--- config.mk ---
export PLATFORM = sky130hd
export DESIGN_NAME = vsd_bus_slave
export DESIGN_NICKNAME = d
export VERILOG_FILES = /design/src/rtl/vsd_pkg.sv /design/src/rtl/vsd_sync.sv /design/src/rtl/vsd_target_dec.sv /design/src/rtl/vsd_cfg_bank.sv /design/src/rtl/vsd_bus_slave.sv
export SDC_FILE = /design/constraint.sdc
export NUM_CORES = 1
export LEC_CHECK = 0
export ABC_AREA = 0
export ABC_CLOCK_PERIOD_IN_PS = 2300
export BUFFER_PORTS_ARGS = -buffer_cell sky130_fd_sc_hd__buf_2
export CORE_ASPECT_RATIO = 1.5
export CORE_MARGIN = 3
export CORE_UTILIZATION = 25
export CTS_CLUSTER_SIZE = 25
export DETAILED_ROUTE_END_ITERATION = 12
export PLACE_DENSITY_LB_ADDON = 0.1
export SYNTH_ARGS = -nofsm -noshare
export SYNTH_HDL_FRONTEND = slang
export SYNTH_SLANG_ARGS = --single-unit
--- constraint.sdc ---
create_clock -name clk -period 2.3 [get_ports clk]
set_input_delay 0.115 -clock clk [delete_from_list [all_inputs] [get_ports clk]]
set_output_delay 0.115 -clock clk [all_outputs]
set_load 0.02 [all_outputs]
--- src/rtl/vsd_pkg.sv ---
package vsd_pkg;
  typedef enum logic [1:0] {
    TGT_NONE = 2'd0,
    TGT_DMA  = 2'd1,
    TGT_TLC  = 2'd2,
    TGT_CFG  = 2'd3
  } tgt_e;

  typedef enum logic [1:0] {
    ST_IDLE = 2'd0,
    ST_SEL  = 2'd1,
    ST_ACK  = 2'd2,
    ST_WAIT = 2'd3
  } cyc_st_e;
endpackage

--- src/rtl/vsd_sync.sv ---
module vsd_sync #(
  parameter int W        = 1,
  parameter bit RST_ONES = 1'b0
) (
  input  logic         clk,
  input  logic         rst,
  input  logic [W-1:0] d,
  output logic [W-1:0] q
);
  localparam logic [W-1:0] RV = RST_ONES ? {W{1'b1}} : {W{1'b0}};

  logic [W-1:0] meta;

  always_ff @(posedge clk) begin
    if (rst) begin
      meta <= RV;
      q    <= RV;
    end else begin
      meta <= d;
      q    <= meta;
    end
  end
endmodule

--- src/rtl/vsd_target_dec.sv ---
module vsd_target_dec
  import vsd_pkg::*;
#(
  parameter int ADDR_W = 15
) (
  input  logic [ADDR_W-1:0] a_i,
  input  logic [1:0]        ds_i,
  output tgt_e              tgt_o,
  output logic              cfg_idx_o
);
  // a_i[k] carries address line A(k+1)
  localparam int A8 = 7;
  localparam int A4 = 3;
  localparam int A2 = 1;

  always_comb begin
    cfg_idx_o = a_i[A2];
    if (!a_i[A8])
      tgt_o = TGT_DMA;
    else if (a_i[A4])
      tgt_o = ds_i[0] ? TGT_TLC : TGT_NONE;
    else
      tgt_o = TGT_CFG;
  end
endmodule

--- src/rtl/vsd_cfg_bank.sv ---
module vsd_cfg_bank #(
  parameter int N  = 2,
  parameter int DW = 8
) (
  input  logic                 clk,
  input  logic                 rst,
  input  logic [N-1:0]         we,
  input  logic [DW-1:0]        wd,
  output logic [N-1:0][DW-1:0] q
);
  for (genvar i = 0; i < N; i++) begin : g_reg
    always_ff @(posedge clk) begin
      if (rst)        q[i] <= '0;
      else if (we[i]) q[i] <= wd;
    end
  end
endmodule

--- src/rtl/vsd_bus_slave.sv ---
module vsd_bus_slave
  import vsd_pkg::*;
#(
  parameter int          ADDR_W   = 15,
  parameter int          DW       = 16,
  parameter int          DMA_RW   = 7,
  parameter int          TLC_RW   = 3,
  parameter logic [6:0]  WIN_BASE = 7'h2C,
  parameter logic [2:0]  AUX_RS   = 3'd5
) (
  input  logic              clk,
  input  logic              rst,
  input  logic              as_n,
  input  logic [1:0]        ds_n,
  input  logic              wr_n,
  input  logic [ADDR_W-1:0] addr,
  input  logic [DW-1:0]     dat_i,
  output logic [DW-1:0]     dat_o,
  output logic              ack_n,
  input  logic              aux_force,
  output logic              brd_en,
  output logic              dma_cs,
  output logic [DMA_RW-1:0] dma_reg,
  output logic [1:0]        dma_lanes,
  output logic              dma_wr,
  input  logic [DW-1:0]     dma_rdata,
  output logic              tlc_cs,
  output logic [TLC_RW-1:0] tlc_rs,
  output logic              tlc_wr,
  input  logic [DW/2-1:0]   tlc_rdata,
  output logic [DW/2-1:0]   cfg1,
  output logic [DW/2-1:0]   cfg2
);
  localparam int BW     = DW / 2;
  localparam int WIN_LO = 8;
  localparam int N_CFG  = 2;

  // synchronized bus inputs
  logic [3:0]        strb_s;
  logic              as_s, wr_s;
  logic [1:0]        ds_s;
  logic [ADDR_W-1:0] a_s;
  logic [DW-1:0]     d_s;

  vsd_sync #(.W(4), .RST_ONES(1'b1)) u_sync_strb (
    .clk(clk), .rst(rst), .d({as_n, ds_n, wr_n}), .q(strb_s));
  vsd_sync #(.W(ADDR_W + DW), .RST_ONES(1'b0)) u_sync_data (
    .clk(clk), .rst(rst), .d({addr, dat_i}), .q({a_s, d_s}));

  assign as_s = ~strb_s[3];
  assign ds_s = ~strb_s[2:1];
  assign wr_s = ~strb_s[0];

  logic ds_any, in_win;
  assign ds_any = |ds_s;
  assign in_win = (a_s[ADDR_W-1:WIN_LO] == WIN_BASE[ADDR_W-WIN_LO-1:0]);

  tgt_e dec_tgt;
  logic dec_idx;
  vsd_target_dec #(.ADDR_W(ADDR_W)) u_dec (
    .a_i(a_s), .ds_i(ds_s), .tgt_o(dec_tgt), .cfg_idx_o(dec_idx));

  // cycle state
  cyc_st_e           st;
  logic [ADDR_W-1:0] hold_a;
  logic [1:0]        lanes_q;
  logic              wr_q, cidx_q, ack_q, cfg_hit;
  tgt_e              tgt_q;

  logic [N_CFG-1:0]         cfg_we;
  logic [N_CFG-1:0][BW-1:0] cfg_q;

  always_comb begin
    cfg_we = '0;
    if (st == ST_SEL && tgt_q == TGT_CFG && wr_q && lanes_q[0])
      cfg_we[cidx_q] = 1'b1;
  end

  vsd_cfg_bank #(.N(N_CFG), .DW(BW)) u_cfg (
    .clk(clk), .rst(rst), .we(cfg_we), .wd(d_s[BW-1:0]), .q(cfg_q));

  always_ff @(posedge clk) begin
    if (rst) begin
      st      <= ST_IDLE;
      hold_a  <= '0;
      lanes_q <= '0;
      wr_q    <= 1'b0;
      cidx_q  <= 1'b0;
      tgt_q   <= TGT_NONE;
      brd_en  <= 1'b0;
      dma_cs  <= 1'b0;
      tlc_cs  <= 1'b0;
      cfg_hit <= 1'b0;
      ack_q   <= 1'b0;
      dat_o   <= '1;
    end else begin
      unique case (st)
        ST_IDLE: begin
          if (as_s) begin
            hold_a  <= a_s;
            lanes_q <= ds_s;
            wr_q    <= wr_s;
          end
          if (as_s && ds_any && in_win) begin
            st      <= ST_SEL;
            brd_en  <= 1'b1;
            tgt_q   <= dec_tgt;
            cidx_q  <= dec_idx;
            dma_cs  <= (dec_tgt == TGT_DMA);
            tlc_cs  <= (dec_tgt == TGT_TLC);
            cfg_hit <= (dec_tgt == TGT_CFG);
          end
        end
        ST_SEL: begin
          if (tgt_q == TGT_NONE) begin
            st <= ST_WAIT;
          end else begin
            st    <= ST_ACK;
            ack_q <= 1'b1;
            if (!wr_q) begin
              unique case (tgt_q)
                TGT_DMA: dat_o <= dma_rdata;
                TGT_TLC: dat_o <= {{BW{1'b1}}, tlc_rdata};
                default: dat_o <= '1;
              endcase
            end
          end
        end
        ST_ACK: begin
          if (!ds_any) begin
            st      <= ST_WAIT;
            ack_q   <= 1'b0;
            dma_cs  <= 1'b0;
            tlc_cs  <= 1'b0;
            cfg_hit <= 1'b0;
            dat_o   <= '1;
          end
        end
        ST_WAIT: begin
          if (!as_s && !ds_any) begin
            st     <= ST_IDLE;
            brd_en <= 1'b0;
          end
        end
        default: st <= ST_IDLE;
      endcase
    end
  end

  // talker/listener select lines with override
  always_ff @(posedge clk) begin
    if (rst) begin
      tlc_rs <= '0;
      tlc_wr <= 1'b0;
    end else begin
      tlc_rs <= aux_force ? AUX_RS[TLC_RW-1:0] : hold_a[TLC_RW-1:0];
      tlc_wr <= aux_force | wr_q;
    end
  end

  assign ack_n     = ~ack_q;
  assign dma_reg   = hold_a[DMA_RW-1:0];
  assign dma_lanes = lanes_q;
  assign dma_wr    = wr_q;
  assign cfg1      = cfg_q[0];
  assign cfg2      = cfg_q[1];
endmodule

==> results.cfg, run 1 <==
[run_status]
outcome = finished, final reports clean

[floorplan]
die_w_um = 106
ios = 112
start_util = 0.258
rows = 54
die-area_um2 = 16700
core_area_um2 = 14700
dieHeight_um = 157

[worst_hold_path]
min_path_type = in2reg

[placement]
place.gp.congestion = 0.752
placedCellCount = 650
placed_area_um2 = 4490
hpwl_mm = 5.91
pre_cts_slack_ns = 0.333
port_buffers = 103

[final_layout]
fin_cells = 691
diodes = 0
final_nets = 560
area_growth_pct = 33.9
drive_above_1_share = 0.283
fill_cells = 1540
design_area_um2 = 5070

[yosys]
synth_adder_area_share = 0.0264
synth_seq_cells = 109
yosysMostFrequentCell = dfxtp_1
syn-num-nets = 440
synth-compound-area-share = 0.119
ys.flop_type = dfxtp_1
synth_top_area_share = 0.576
synth_area_leaders = dfxtp_1, nor2b_1, mux2i_1
synth_xor_area_frac = 0
synth_top_family_by_area = simple AND/OR/NAND/NOR gates
synth_edf_count = 0
synth_mux_area_frac = 0.0502
async_flop_share = 0
synth_common_cells = dfxtp_1, nor2b_1, nand2_1
netlist_instances = 370
syn-cell-area_um2 = 3790
syn_area_per_cell_um2 = 10.2
yosysSeqAreaShare = 0.576
yosys.area_share.simple = 0.194
synth_top_cell_by_area = dfxtp_1
yosysWarnings = 0
netlist-cell-type-count = 38

[grt]
grt_util_met2 = 0.162
grt_use_total = 0.103
grt_overflow = 0
grt_most_used_layer = met2
antenna_found_initial = 0
grt_first_pass_wirelength_mm = 13.7
met3_usage = 0.0314
first_global_vias = 2762
use_met1 = 0.129
grt_max_degree = 83

[setup_path]
crit_path_end_kind = flop
slowest_stage = or2_2
timing.critical_path.buf_inv = 1
cp.required_ns = 2.49
worstSetupStartpointType = flop
crit_fanout = 11
crit_path_cell_trace = inv_1 > ha_1 > nand2b_1 > or2_2 > a21oi_1 > o211ai_1
critPathMaxStageDelay_ns = 0.41
critPathKind = reg2reg
crit_arrival_ns = 2.16
path_delay_family = simple AND/OR/NAND/NOR gates

[power]
p_clk_frac = 0.358
p_int_mw = 3.42
p_per_area_nw_per_um2 = 936
comb_power_share = 0.184
seqPwrFrac = 0.457
peakVddDrop_v = 0.000356
total_power_mw = 4.75
p_leak_nw = 2.22
p_switching_mw = 1.32
p_sw_frac = 0.279

[timing]
worstMarginPinSlew_ns = 0.802
setup_violations = 0
final.min_clock_period_ns = 1.97
slew_headroom = 0.465
max_freq_mhz = 507
min_period_over_period = 0.858
finalClockSkew_ns = 0.00557
hold_viol = 0
slew_violations = 0
rsz0062_at_grt = false
layout_setup_ws_ns = 0.327
tns_ns = 0

[route]
vias = 2849
viasPerCell = 4.12
wl_per_cell_um = 12.2
drt_wl_total_mm = 8.40
drtPass1Iterations = 4
drc = 0
drt_iter0_markers = 74
postRouteAntennaNets = 0

[clock_network]
cts_tree = yes
cts_buffers = 9
clk_path_buf_depth = 2
h-tree-depth = 3
clk_latency_ns = 0.34
cts_resized = 0
cts_root_buf = clkbuf_16
cts_sinks = 109
clk_pin_slew_ns = 0.07

[job]
cap_violations = 0
area by class of cell:
class,instances,area (um2),area share
repair buffers,133,803,0.158
well taps,196,245,0.0484
clock inverters,6,95.1,0.0188
clock buffers,10,239,0.0471
multi-input cells,228,1470,0.290
flip-flops and latches,109,2180,0.430
inverters,9,33.8,0.00666
per-layer routing:
metal,share of wire,routed length [um]
met1,0.45,3780
met2,0.45,3800
met3,0.074,620
met4,0.023,194
met5,0,0
placed cells by master (no fill, tap or decap), types with 2 or more instances in the layout:
cell and n:
a211o_1 2, a211oi_1 3, a21oi_1 16, a221oi_1 8, buf_2 103, buf_4 5, bufinv_16 2, clkbuf_16 9
clkinvlp_4 2, dfxtp_1 109, dlygate4sd3_1 25, ha_1 8, inv_1 9, mux2i_1 19, nand2_1 37, nand2b_1 4
nand4_1 2, nor2_1 31, nor2b_1 46, o2111ai_1 2, o211ai_1 17, o21a_1 3, o31ai_1 3, or2_2 10
cell families after synthesis:
kind of cell	after synthesis
fa+ha+maj	8
flops	109
buf+inv	33
mux	19
compound gates	63
simple gates	138
registers in the layout, summed over array words and instances, names as in the netlist:
name,flops
ack_q,1
brd_en,1
cidx_q,1
dat_o,16
dma_cs,1
dma_lanes,2
dma_wr,1
hold_a,7
st,2
tgt_q,2
tlc_cs,1
tlc_rs,3
tlc_wr,1
u_cfg.q,16
u_sync_data.meta,23
u_sync_data.q,23
u_sync_strb.meta,4
u_sync_strb.q,4
worst paths after layout:
path / slack, ns / start / cells past startpoint / to
min: 0.01 / dat_i[0] / 2 / u_sync_data.meta[0]
max reg2reg: 0.33 / st[0] / 6 / dat_o[9]
max: 0.33 / st[0] / 6 / dat_o[9]
min reg2reg: 0.41 / u_sync_strb.meta[3] / 1 / u_sync_strb.q[3]
what timing repair did:
| item | in CTS | in global routing |
|---|---|---|
| setup buffers | 0 | 0 |
| hold buffers | 25 | 0 |
| hold endpoints to repair | 25 | 0 |
worst reg2reg max path, delay by kind of cell, from the launching register on:
family                   cells  cell delay (ns)
adder cells (fa/ha/maj)      1             0.34
flip-flops                   1             0.40
buffers and inverters        1             0.10
AND/OR/NAND/NOR              2             0.75
AO/OA/AOI/OAI                2             0.24
power by group through the flow:
stage	registers, mW	logic, mW	clock network (mW)
finish	2.17	0.875	1.70
global route	2.19	0.980	1.85
CTS	2.17	0.887	1.78
detailed placement	2.22	0.852	0
global placement	2.21	0.847	0
floorplan	2.38	0.424	0
through the flow:
step | utilization | hold WS [ns]
CTS | 0.346 | 0.00441
finish | 0.346 | 0.00964
global placement | 0.306 | 0.300
floorplan | - | 0.191
global route | 0.346 | 0.00932
detailed placement | 0.306 | 0.299
(Power assumes the default switching activity.)
==> run 2: changes to the inputs <==
Settings changed: SETUP_SLACK_MARGIN from default to 0.4.
==> run 2 against run 1 <==
Compared with the run above: worst hold slack hardly changed; global-route usage hardly changed; sequential share of layout area is 0.071 points lower; via count is 0.14% lower; critical endpoint is now dat_o[3]; count of clock-buffer cells in the layout stayed put; die area stayed put.
==> results.cfg, run 2 (same netlist as run 1, synthesis figures left out) <==
[final_layout]
fin_cells = 691
area_growth_pct = 34.2
drive_above_1_share = 0.289
diodes = 0
final_nets = 560
layout_common_cells = dfxtp_1, buf_2, nor2b_1
top_regs = u_sync_data.meta (23), u_sync_data.q (23)
layout_commonest_cell = dfxtp_1

[power]
total_power_mw = 4.75
p_leak_nw = 2.22
p_per_area_nw_per_um2 = 934
peakVddDrop_v = 0.000355

[timing]
min_period_over_period = 0.761
slew_headroom = 0.464
finalClockSkew_ns = 0.00622
final.min_clock_period_ns = 1.75
slew_violations = 0
max_freq_mhz = 571
rsz0062_at_grt = false
tns_ns = 0
worstMarginPinSlew_ns = 0.805
setup_violations = 0
hold_viol = 0
hold-worst-slack_ns = 0.00965
layout_setup_ws_ns = 0.549

[setup_path]
crit_path_end_kind = flop
critPathKind = reg2reg
crit_arrival_ns = 1.93
cp.required_ns = 2.48
r2r_start = st[1]
worstSetupStartpointType = flop
crit_fanout = 32
critPathLaunch = st[1]

[floorplan]
ios = 112
core_area_um2 = 14700
dieHeight_um = 157
die_w_um = 106
die-area_um2 = 16700
start_util = 0.258
rows = 54

[clock_network]
cts_sinks = 109
clk_path_buf_depth = 2
cts_setup_buffers = 0
clk_pin_slew_ns = 0.07
h-tree-depth = 3
cts_tree = yes
cts_root_buf = clkbuf_16
cts_buffers = 9
clk_latency_ns = 0.34

[route]
drtPass1Iterations = 4
drc = 0
viasPerCell = 4.12
wl_per_cell_um = 12.2
postRouteAntennaNets = 0
drt_iter0_markers = 79
vias = 2845
drt_wl_total_mm = 8.41

[grt]
antenna_found_initial = 0
grt_first_pass_wirelength_mm = 13.7
grt_use_total = 0.103
grt_max_degree = 83
first_global_vias = 2763
grt_overflow = 0

[worst_hold_path]
hold_start = dat_i[0]
min_path_type = in2reg

[placement]
pre_cts_slack_ns = 0.333
place.gp.congestion = 0.752
hpwl_mm = 5.91
port_buffers = 103
placedCellCount = 650

[run_status]
outcome = finished, final reports clean

[job]
cap_violations = 0
run 2: metrics by stage:
stage / area [um2] / utilization
global route: 5080 / 0.347
detailed placement: 4490 / 0.306
floorplan: 3790 / -
global placement: 4490 / 0.306
finish: 5080 / 0.347
CTS: 5080 / 0.346
run 2: power breakdown:
part	internal (mW)	leakage [nW]	switching, mW	total (mW)
Clock	0.994	0.157	0.705	1.70
Sequential	2.08	0.894	0.0925	2.17
Combinational	0.351	1.17	0.527	0.878
Total	3.43	2.22	1.32	4.75
run 2: layout make-up:
| type | count | area (um2) |
|---|---|---|
| clock buffers | 10 | 239 |
| repair buffers | 133 | 803 |
| inverters | 9 | 33.8 |
| fillers | 1537 | 9580 |
| well taps | 196 | 245 |
| flip-flops and latches | 109 | 2180 |
| multi-input cells | 228 | 1480 |
| clock inverters | 6 | 95.1 |
run 2: worst max-delay path, cell delays in order (launching register included):
cell and delay [ns]:
dfxtp_1 0.43, inv_1 0.10, ha_1 0.25, o21a_1 0.12
a211o_1 0.27, buf_4 0.23, nand2_1 0.11, o211ai_1 0.09
run 2: what timing repair did:
item,CTS,global route
setup endpoints to repair,8,8
gates cloned,0,0
hold buffers,25,0
gates resized for setup,2,2
endpoints found under the hold margin,25,0
run 2: metal layers:
metal | up-vias | part of all wire | GRT usage
li1 | 1477 | - | -
met1 | 1261 | 0.45 | 0.129
met2 | 97 | 0.45 | 0.162
met3 | 10 | 0.073 | 0.0314
met4 | 0 | 0.024 | 0.0475
met5 | - | 0 | 0
run 2: final timing paths:
check	end	slack, ns	cells past startpoint
setup / recovery	dat_o[3]	0.55	7
hold / removal	u_sync_data.meta[0]	0.01	2
setup reg to reg	dat_o[3]	0.55	7
hold reg to reg	u_sync_strb.q[3]	0.41	1
